## config.mk

```make
export PLATFORM = sky130hd
export DESIGN_NAME = deferred_retire_wbuf
export DESIGN_NICKNAME = d
export VERILOG_FILES = /design/src/rtl/dwb_pkg.sv /design/src/rtl/dwb_decode.sv /design/src/rtl/dwb_load_pipe.sv /design/src/rtl/dwb_wbuf.sv /design/src/rtl/dwb_array.sv /design/src/rtl/deferred_retire_wbuf.sv
export SDC_FILE = /design/constraint.sdc
export NUM_CORES = 2
export LEC_CHECK = 0
export BUFFER_PORTS_ARGS = -buffer_cell sky130_fd_sc_hd__buf_4
export CAP_MARGIN = 10
export CORE_AREA = 5 5 608 761
export DETAILED_ROUTE_END_ITERATION = 10
export DIE_AREA = 0 0 613 766
export GPL_TIMING_DRIVEN = 0
export PLACE_DENSITY_LB_ADDON = 0.15
export SYNTH_ARGS = -nofsm -noshare
export SYNTH_HDL_FRONTEND = slang
export SYNTH_HIERARCHICAL = 1
export SYNTH_SLANG_ARGS = --single-unit
```

## constraint.sdc

```tcl
create_clock -name clk -period 3.15 [get_ports clk]
set_clock_uncertainty 0.15 [all_clocks]
set_input_delay 0.1575 -clock clk [delete_from_list [all_inputs] [get_ports clk]]
set_output_delay 0.1575 -clock clk [all_outputs]
set_load 0.02 [all_outputs]
```

## src/rtl/dwb_pkg.sv

```systemverilog
package dwb_pkg;

   typedef enum logic [1:0] {
      OP_NONE  = 2'b00,
      OP_READ  = 2'b01,
      OP_WRITE = 2'b10,
      OP_RSVD  = 2'b11
   } col_op_e;

   function automatic bool_is_pow2(input int v);
      return (v > 1) && ((v & (v - 1)) == 0);
   endfunction

endpackage

```

## src/rtl/dwb_decode.sv

```systemverilog
module dwb_decode
   import dwb_pkg::*;
#(
   parameter int DEV_W  = 4,
   parameter int DEV_ID = 3
) (
   input  logic             col_frame,
   input  logic [1:0]       col_op,
   input  logic [DEV_W-1:0] col_dev,
   output logic             rd_me,
   output logic             wr_me,
   output logic             slot_ok
);

   localparam logic [DEV_W-1:0] MY_ID = DEV_W'(DEV_ID);

   if (DEV_ID < 0 || DEV_ID >= (1 << DEV_W)) begin : g_bad_id
      $error("dwb_decode: DEV_ID does not fit in DEV_W bits");
   end

   col_op_e op;
   logic    to_me;

   assign op      = col_op_e'(col_op);
   assign to_me   = col_frame && (col_dev == MY_ID);
   assign rd_me   = to_me && (op == OP_READ);
   assign wr_me   = to_me && (op == OP_WRITE);
   // any framed slot that is not a read aimed here may retire the buffer
   assign slot_ok = col_frame && !rd_me;

endmodule

```

## src/rtl/dwb_load_pipe.sv

```systemverilog
module dwb_load_pipe #(
   parameter int ADDR_W = 5,
   parameter int DEPTH  = 2
) (
   input  logic              clk,
   input  logic              rst_n,
   input  logic              push,
   input  logic [ADDR_W-1:0] push_addr,
   output logic              pop_valid,
   output logic [ADDR_W-1:0] pop_addr
);

   if (DEPTH < 1) begin : g_bad_depth
      $error("dwb_load_pipe: DEPTH must be at least 1");
   end

   logic [DEPTH-1:0]  stg_v;
   logic [ADDR_W-1:0] stg_a [DEPTH];

   if (DEPTH == 1) begin : g_single
      always_ff @(posedge clk) begin
         if (!rst_n) begin
            stg_v[0] <= 1'b0;
            stg_a[0] <= '0;
         end else begin
            stg_v[0] <= push;
            stg_a[0] <= push_addr;
         end
      end
   end else begin : g_chain
      always_ff @(posedge clk) begin
         if (!rst_n) begin
            stg_v <= '0;
            for (int i = 0; i < DEPTH; i++) stg_a[i] <= '0;
         end else begin
            stg_v <= {stg_v[DEPTH-2:0], push};
            stg_a[0] <= push_addr;
            for (int i = 1; i < DEPTH; i++) stg_a[i] <= stg_a[i-1];
         end
      end
   end

   assign pop_valid = stg_v[DEPTH-1];
   assign pop_addr  = stg_a[DEPTH-1];

endmodule

```

## src/rtl/dwb_wbuf.sv

```systemverilog
module dwb_wbuf #(
   parameter int ADDR_W = 5,
   parameter int DATA_W = 64,
   parameter int HOLD   = 1
) (
   input  logic              clk,
   input  logic              rst_n,
   input  logic              load,
   input  logic [ADDR_W-1:0] load_addr,
   input  logic [DATA_W-1:0] load_data,
   input  logic              slot_ok,
   output logic              buf_valid,
   output logic              ret_fire,
   output logic [ADDR_W-1:0] ret_addr,
   output logic [DATA_W-1:0] ret_data
);

   if (HOLD < 1) begin : g_bad_hold
      $error("dwb_wbuf: HOLD must be at least 1");
   end

   logic elig;

   if (HOLD == 1) begin : g_immediate
      // eligible from the first slot after loading
      assign elig = 1'b1;
   end else begin : g_countdown
      localparam int CNT_W = $clog2(HOLD);
      logic [CNT_W-1:0] wait_q;

      always_ff @(posedge clk) begin
         if (!rst_n)             wait_q <= '0;
         else if (load)          wait_q <= CNT_W'(HOLD - 1);
         else if (wait_q != '0)  wait_q <= wait_q - 1'b1;
      end

      assign elig = (wait_q == '0);
   end

   // a fresh load pushes the held entry out in the same slot
   assign ret_fire = buf_valid && (load || (elig && slot_ok));

   always_ff @(posedge clk) begin
      if (!rst_n) begin
         buf_valid <= 1'b0;
         ret_addr  <= '0;
         ret_data  <= '0;
      end else if (load) begin
         buf_valid <= 1'b1;
         ret_addr  <= load_addr;
         ret_data  <= load_data;
      end else if (ret_fire) begin
         buf_valid <= 1'b0;
      end
   end

endmodule

```

## src/rtl/dwb_array.sv

```systemverilog
module dwb_array #(
   parameter int  BYTES  = 8,
   parameter int  DEPTH  = 32,
   parameter int  T_CAC  = 4,
   localparam int DATA_W = BYTES * 8,
   localparam int ADDR_W = $clog2(DEPTH)
) (
   input  logic              clk,
   input  logic              rst_n,
   input  logic              wr_en,
   input  logic [ADDR_W-1:0] wr_addr,
   input  logic [DATA_W-1:0] wr_data,
   input  logic [BYTES-1:0]  wr_keep,
   input  logic              rd_en,
   input  logic [ADDR_W-1:0] rd_addr,
   output logic              rd_valid,
   output logic [DATA_W-1:0] rd_data
);

   if (T_CAC < 1) begin : g_bad_cac
      $error("dwb_array: T_CAC must be at least 1");
   end

   logic [DATA_W-1:0] mem [DEPTH];
   logic [DATA_W-1:0] merged;

   for (genvar b = 0; b < BYTES; b++) begin : g_lane
      assign merged[b*8 +: 8] = wr_keep[b] ? mem[wr_addr][b*8 +: 8]
                                           : wr_data[b*8 +: 8];
   end

   always_ff @(posedge clk) begin
      if (!rst_n) begin
         for (int i = 0; i < DEPTH; i++) mem[i] <= '0;
      end else if (wr_en) begin
         mem[wr_addr] <= merged;
      end
   end

   logic [T_CAC-1:0]  pv;
   logic [DATA_W-1:0] pd [T_CAC];

   if (T_CAC == 1) begin : g_cac_one
      always_ff @(posedge clk) begin
         if (!rst_n) begin
            pv[0] <= 1'b0;
            pd[0] <= '0;
         end else begin
            pv[0] <= rd_en;
            pd[0] <= rd_en ? mem[rd_addr] : '0;
         end
      end
   end else begin : g_cac_deep
      always_ff @(posedge clk) begin
         if (!rst_n) begin
            pv <= '0;
            for (int i = 0; i < T_CAC; i++) pd[i] <= '0;
         end else begin
            pv <= {pv[T_CAC-2:0], rd_en};
            pd[0] <= rd_en ? mem[rd_addr] : '0;
            for (int i = 1; i < T_CAC; i++) pd[i] <= pd[i-1];
         end
      end
   end

   assign rd_valid = pv[T_CAC-1];
   assign rd_data  = pd[T_CAC-1];

endmodule

```

## src/rtl/deferred_retire_wbuf.sv

```systemverilog
module deferred_retire_wbuf
   import dwb_pkg::*;
#(
   parameter int  DEV_W  = 4,
   parameter int  DEV_ID = 3,
   parameter int  BANKS  = 4,
   parameter int  COLS   = 8,
   parameter int  BYTES  = 8,
   parameter int  T_CWD  = 2,
   parameter int  T_RTR  = 3,
   parameter int  T_CAC  = 4,
   localparam int BANK_W = $clog2(BANKS),
   localparam int COL_W  = $clog2(COLS),
   localparam int DATA_W = BYTES * 8
) (
   input  logic              clk,
   input  logic              rst_n,
   input  logic              col_frame,
   input  logic [1:0]        col_op,
   input  logic [DEV_W-1:0]  col_dev,
   input  logic [BANK_W-1:0] col_bank,
   input  logic [COL_W-1:0]  col_col,
   input  logic [DATA_W-1:0] wdata,
   input  logic [BYTES-1:0]  msk_keep,
   output logic              rd_valid,
   output logic [DATA_W-1:0] rd_data
);

   localparam int ADDR_W = BANK_W + COL_W;
   localparam int DEPTH  = BANKS * COLS;
   localparam int HOLD   = T_RTR - T_CWD;

   if (!bool_is_pow2(BANKS) || !bool_is_pow2(COLS)) begin : g_bad_geom
      $error("deferred_retire_wbuf: BANKS and COLS must be powers of two, at least 2");
   end
   if (T_CWD < 1) begin : g_bad_cwd
      $error("deferred_retire_wbuf: T_CWD must be at least 1");
   end
   if (T_RTR <= T_CWD) begin : g_bad_rtr
      $error("deferred_retire_wbuf: T_RTR must exceed T_CWD");
   end
   if (BYTES < 1) begin : g_bad_bytes
      $error("deferred_retire_wbuf: BYTES must be at least 1");
   end

   logic              rd_me;
   logic              wr_me;
   logic              slot_ok;
   logic [ADDR_W-1:0] cmd_addr;
   logic              load_fire;
   logic [ADDR_W-1:0] load_addr;
   logic              buf_valid;
   logic              ret_fire;
   logic [ADDR_W-1:0] ret_addr;
   logic [DATA_W-1:0] ret_data;

   assign cmd_addr = {col_bank, col_col};

   dwb_decode #(
      .DEV_W  (DEV_W),
      .DEV_ID (DEV_ID)
   ) u_decode (
      .col_frame (col_frame),
      .col_op    (col_op),
      .col_dev   (col_dev),
      .rd_me     (rd_me),
      .wr_me     (wr_me),
      .slot_ok   (slot_ok)
   );

   dwb_load_pipe #(
      .ADDR_W (ADDR_W),
      .DEPTH  (T_CWD)
   ) u_load_pipe (
      .clk       (clk),
      .rst_n     (rst_n),
      .push      (wr_me),
      .push_addr (cmd_addr),
      .pop_valid (load_fire),
      .pop_addr  (load_addr)
   );

   dwb_wbuf #(
      .ADDR_W (ADDR_W),
      .DATA_W (DATA_W),
      .HOLD   (HOLD)
   ) u_wbuf (
      .clk       (clk),
      .rst_n     (rst_n),
      .load      (load_fire),
      .load_addr (load_addr),
      .load_data (wdata),
      .slot_ok   (slot_ok),
      .buf_valid (buf_valid),
      .ret_fire  (ret_fire),
      .ret_addr  (ret_addr),
      .ret_data  (ret_data)
   );

   dwb_array #(
      .BYTES (BYTES),
      .DEPTH (DEPTH),
      .T_CAC (T_CAC)
   ) u_array (
      .clk      (clk),
      .rst_n    (rst_n),
      .wr_en    (ret_fire),
      .wr_addr  (ret_addr),
      .wr_data  (ret_data),
      .wr_keep  (msk_keep),
      .rd_en    (rd_me),
      .rd_addr  (cmd_addr),
      .rd_valid (rd_valid),
      .rd_data  (rd_data)
   );

endmodule

```

# ---- Yosys cells after proc, flatten, opt, wreduce, memory -nomap -nowiden
# Memory sizes are Yosys's and may differ from the RTL's. A register that Yosys moved wholly into a read port is not among the register bits.
# Index checks and enable logic that the tools add are counted.
dict set report classes {
  n_eq_ne 11
  mux 25
  bitwise 6
  n_reduce_logical 18
}
# cell n
set ops {}
lappend ops {{$mux 64} 6}
lappend ops {{$mux 8} 9}
lappend ops {{$reduce_or 64->1} 1}
lappend ops {{$reduce_and 2->1} 8}
lappend ops {{$mux 5} 3}
lappend ops {{$ne 1x1->1 const B} 8}
lappend ops {{$mux 1} 7}
lappend ops {{$or 1x1->1} 6}
lappend ops {{$logic_and 1x1->1} 5}
lappend ops {{$eq 4x2->1 const B} 1}
lappend ops {{$eq 2x1->1 const B} 1}
lappend ops {{$eq 2x2->1 const B} 1}
lappend ops {{$logic_not 1->1} 2}
lappend ops {{$reduce_bool 2->1} 1}
lappend ops {{$logic_or 1x1->1} 1}
dict set report word_totals {
  register_bits 71
  ram_bits 2314
  in_bits 86
  mem_count 3
}
# memory depth word_bits rd rd_clocked_by_memory_dff wr line
set mem_list {}
lappend mem_list {u_array.mem 32 64 1 0 32 dwb_array.sv:24} ;# logic [DATA_W-1:0] mem [DEPTH];
lappend mem_list {u_array.pd 4 64 4 0 4 dwb_array.sv:41} ;# logic [DATA_W-1:0] pd [T_CAC];
lappend mem_list {u_load_pipe.stg_a 2 5 2 1 2 dwb_load_pipe.sv:18} ;# logic [ADDR_W-1:0] stg_a [DEPTH];

# ---- Longest topological paths before layout
dict set report depth {
  depth_word 13
  mapped_depth 10
  ltp_nobuf 7
}

# ---- By module
# Netlist, hierarchy kept.
# module instances cells_each area_each_um2
set modules_own_cells {}
lappend modules_own_cells {dwb_array 1 6688 100948.1}
lappend modules_own_cells {dwb_wbuf 1 226 2687.6}
lappend modules_own_cells {dwb_load_pipe 1 30 374.1}
lappend modules_own_cells {dwb_decode 1 6 46.3}

# ---- Least setup slack after synthesis
# OpenSTA, ideal clock, no wires.
dict set report synth_timing {
  path_type {register -> register}
  from {reg u_load_pipe.stg_v[1]}
  to {mem u_array.mem[28][24] (enable)}
  setup_ps 384
  t_arrival_ps 2145
  required_ps 2616
  setup_slack_ps 471
  path_stages_with_launch 9
  n_path_buf 4
  cell_sequence {dfxtp_1 > buf_6 > buf_8 > o21a_1 > nand2_1 > or2_2 > clkbuf_1 > clkbuf_1 > o21ai_0}
}
# item line
set synth_lines {}
lappend synth_lines {{start, declared} dwb_load_pipe.sv:17} ;# logic [DEPTH-1:0] stg_v;
lappend synth_lines {{start signal, assigned} dwb_load_pipe.sv:36} ;# stg_v <= {stg_v[DEPTH-2:0], push};
lappend synth_lines {{end, declared} dwb_array.sv:24}

==> results.md <==
- The flow ran to the end, but the final reports show violations.
- The final reports fail on hold timing, setup timing.
- The share of synthesized registers carrying an async set or reset is 0.
- The required time of the critical path is around 3.9 ns.
- In this run, CTS created clock tree buffers numbering 283.
- The type of the worst min-delay path is input pin to register.
- The tree is rooted in a clkbuf_16.
- The time the worst path needs with I/O delays and setup is 3.33 ns.
- The wire length per cell after detailed routing is ~37 um.
- Setup repair after global routing could not meet its margin everywhere.
- The final design instance area without fill is 130000 um2.
- The count of nets left with antenna violations once routing finished came out at 0.
- For this run, the leading register cell type out of synthesis is edfxtp_1.
- The share of post-route cells with drive strength above 1 is 0.263.
- The cell taking the most area after synthesis is edfxtp_1.
- The global route total overflow is 0.
- The number of port buffers is 150.
- TritonCTS built the clock tree.
- The overall fraction of global-route tracks in use is 0.214.
- After synthesis, the most frequently instantiated cells are and2_1 (2251), edfxtp_1 (2048), mux4_2 (472), clkbuf_1 (371), mux2i_1 (345).
- The count of cell types in the netlist is 40.
- The static leakage is 46.7 nW.
- The top-area cell type share of the netlist area is 0.591.
- The first TritonRoute pass finished after 6 iterations.
- Once placement finished, the instance area stood at 116000 um2.
- The most frequent cell on the critical path is buf_2.
- The critical path is of the input pin to register type.
- Grouping stages by cell kind, the critical path spends the most delay in buffers and inverters.
- The post-detailed-routing wire length is 517000 um.
- The count of unresolved DRC violations after routing is 0.
- The depth of the CTS H-tree is 5.
- The number of global-route vias before repair was 67500.
- For this design the ratio of total power to cell area is about 560 nW/um2.
- The sequential share of the synthesized area is 0.657.
- The placer's final routability congestion estimate is 0.886.
- The clock sink total is 2390.
- The floorplan has 277 rows.
- The capturing element type of the critical path is a register.
- The max-cap check violation count is 0.
- From bottom edge to top edge, the die measures 766 um.
- The detailed router finished its first iteration with 7442 violations.
- The maximum ir drop on the vdd rail is 370 uV.
- In this run the standard cell core region covers ~450000 um2.
- The total vias in the final route is 67000.
- The end-of-flow core utilization is 0.287.
- Setup violations remaining at the end of the flow were counted as 98.
- The number of synthesized register bits is ~2400.
- The clock latency of the later-clocked register in the worst-skew pair is 1.00 ns.
- The final count of pins violating max slew was 0.
- After detailed routing, the number of vias per cell comes to 4.75.
- The headroom to the max-slew limit is 0.0805.
- The netlist area before placement is 104000 um2.
- Yosys mapped a number of flops with a built-in enable equal to a little over 2000.
- On the final layout, the worst hold slack is -0.0529 ns.
- The count of endpoints failing hold in the final timing report was 12.
- Each instance of the synthesized netlist takes up on average between 10 and 15 um2.
- The signal on the critical path passes through buf_4 -> buf_2 -> buf_2 -> buf_2 -> buf_12 -> nand2b_1 -> o22ai_1 -> a21o_1.
- In this run the count of I/O pins placed on the die edge is 151.
- The net count after synthesis is 7036.
- The largest single stage delay on the critical path is 1.02 ns.
- The count of yosys warnings during synthesis is 6.
- The wire length of the first global-routing pass is between 600000 and 700000 um.
- Clock-pin slew was measured on the worst setup and hold paths at 0.06 ns.
- The horizontal die dimension is 613 um.
- The area growth from synthesis to layout is 25.3%.
- STA puts the critical path data arrival time at 4.03 ns.
- The final cycle utilization of the critical path is 1.06.
- After synthesis, the cell types taking the most area are edfxtp_1 (59%), and2_1 (14%), mux4_2 (10%).
- The die area is between 400000 and 500000 um2.
- The power consumption is 73.5 mW.
- For flop-to-flop paths, the worst setup slack is -0.13 ns.
- By instance count, the leading cell after synthesis is and2_1.
- In the post-route analysis, the smallest setup slack over all paths is -0.177 ns.
- For this configuration, the core starts out at a cell density of 0.229.
- The startpoint kind of the worst setup timing path is an input pin.
- The maximum net fanout on the critical path is 10.
- The final HPWL from detailed placement is 374000 um.
- The number of buffers and inverters on the critical path is 5.
- The largest net degree at the start of global routing is 15.
- The standard cell with the maximum stage delay on the critical path is nand2b_1.
- The net count reported at finish is between 7000 and 8000.
- The number of instances in the synthesized netlist is 6950.
- The fmax is 0.301 GHz.
- The initial antenna violation count came to 52.
- The clock passes through at most 4 buffers.
- The transition time at the pin with the least slew margin is 1.38 ns.
cells by family after synthesis:
group	after synthesis	synth area share
AO/OA/AOI/OAI	445	0.0255
buffers and inverters	531	0.0231
flip-flops	2390	0.657
multiplexers	837	0.138
AND/OR/NAND/NOR	2747	0.157
cells in the final DEF, fill, tap and decap left out, drive strengths merged:
cell type | synthesis | final
o21a | 2 | 2
clkbuf | 372 | 704
mux2i | 345 | 345
o41ai | 3 | 3
and3 | 2 | 2
nand4 | 12 | 12
bufinv | 0 | 16
edfxtp | 2048 | 2048
o2111a | 3 | 3
nand2b | 8 | 8
nor4 | 4 | 4
o41a | 1 | 1
a22oi | 75 | 75
and2 | 2259 | 2259
a31oi | 3 | 3
dlygate4sd3 | 0 | 174
o22ai | 51 | 51
a21oi | 1 | 1
dfxtp | 342 | 342
and3b | 4 | 4
inv | 2 | 22
a211oi | 3 | 3
nor3 | 1 | 1
or2 | 10 | 10
nor2 | 271 | 271
nor3b | 3 | 3
clkinvlp | 0 | 6
diode | 0 | 32
a21o | 47 | 47
nor2b | 77 | 77
clkinv | 0 | 101
o21ai | 256 | 256
buf | 157 | 637
mux2 | 20 | 20
nand3 | 43 | 43
mux4 | 472 | 472
nand2 | 53 | 53
final cells by class:
class	count	area, um2
antenna	32	80.1
buffer	520	2780
clock buffer	368	7700
clock inverter	143	1350
fill	45900	324000
inverter	2	7.51
multi-input combinational	4029	36100
sequential	2390	68300
tap	5998	7500
timing repair buffer	627	6560
through the flow:
step | cells | setup slack (ns) | setup TNS [ns]
CTS | 14100 | -0.0737 | -4.78
floorplan | 6950 | 0.471 | 0
global route | 14100 | -0.0528 | -0.710
detailed placement | 13400 | -1.69 | -4502.67
finish | 14100 | -0.177 | -3.78
global placement | 13100 | -5.34 | -
repair_timing:
action,in CTS,in global routing
hold buffers,173,1
setup buffers,16,7
pin swaps,18,4
endpoints found under the hold margin,165,20
resized for setup,801,95
setup endpoints to repair,4139,1564
sequential cells by signal, indices dropped and copies added (netlist names):
| signal | flops |
|---|---|
| u_wbuf/ret_addr | 5 |
| u_load_pipe/stg_a | 10 |
| u_wbuf/ret_data | 64 |
| u_wbuf/buf_valid | 1 |
| u_array/pd | 256 |
| u_array/mem | 2048 |
| u_load_pipe/stg_v | 2 |
| u_array/pv | 4 |
layer usage:
layer	track usage	wire [um]	vias to the layer above
met5	0	65	-
met4	0.124	34500	10
met3	0.0471	36700	934
met2	0.348	244000	3201
met1	0.261	201000	35600
li1	-	-	27200
final timing paths:
kind	start	endpoint	cells after the start
worst max-delay path	col_col[2]	u_array/pd[0][38]$_SDFF_PN0_	8
worst min-delay path	rst_n	u_wbuf/ret_data[34]$_SDFFE_PN0P_	3
worst min register to register	u_array/pd[0][41]$_SDFF_PN0_	u_array/pd[1][41]$_SDFF_PN0_	1
worst max register to register	u_wbuf/ret_addr[2]$_SDFFE_PN0P_	u_array/mem[0][62]$_SDFFCE_PN0P_	6
worst min-delay path: cells and delay by family:
kind	cells	cell delay [ns]
buf+inv	2	0.62
simple gates	1	0.21
where the power goes:
group | leakage [nW] | switching [mW] | internal, mW
clock | 4.44 | 14.3 | 18.7
combinational | 18.4 | 3.35 | 1.76
sequential | 23.9 | 0.264 | 35.1
total | 46.7 | 17.9 | 55.6
No activity file was read; power rests on OpenSTA's default activity.
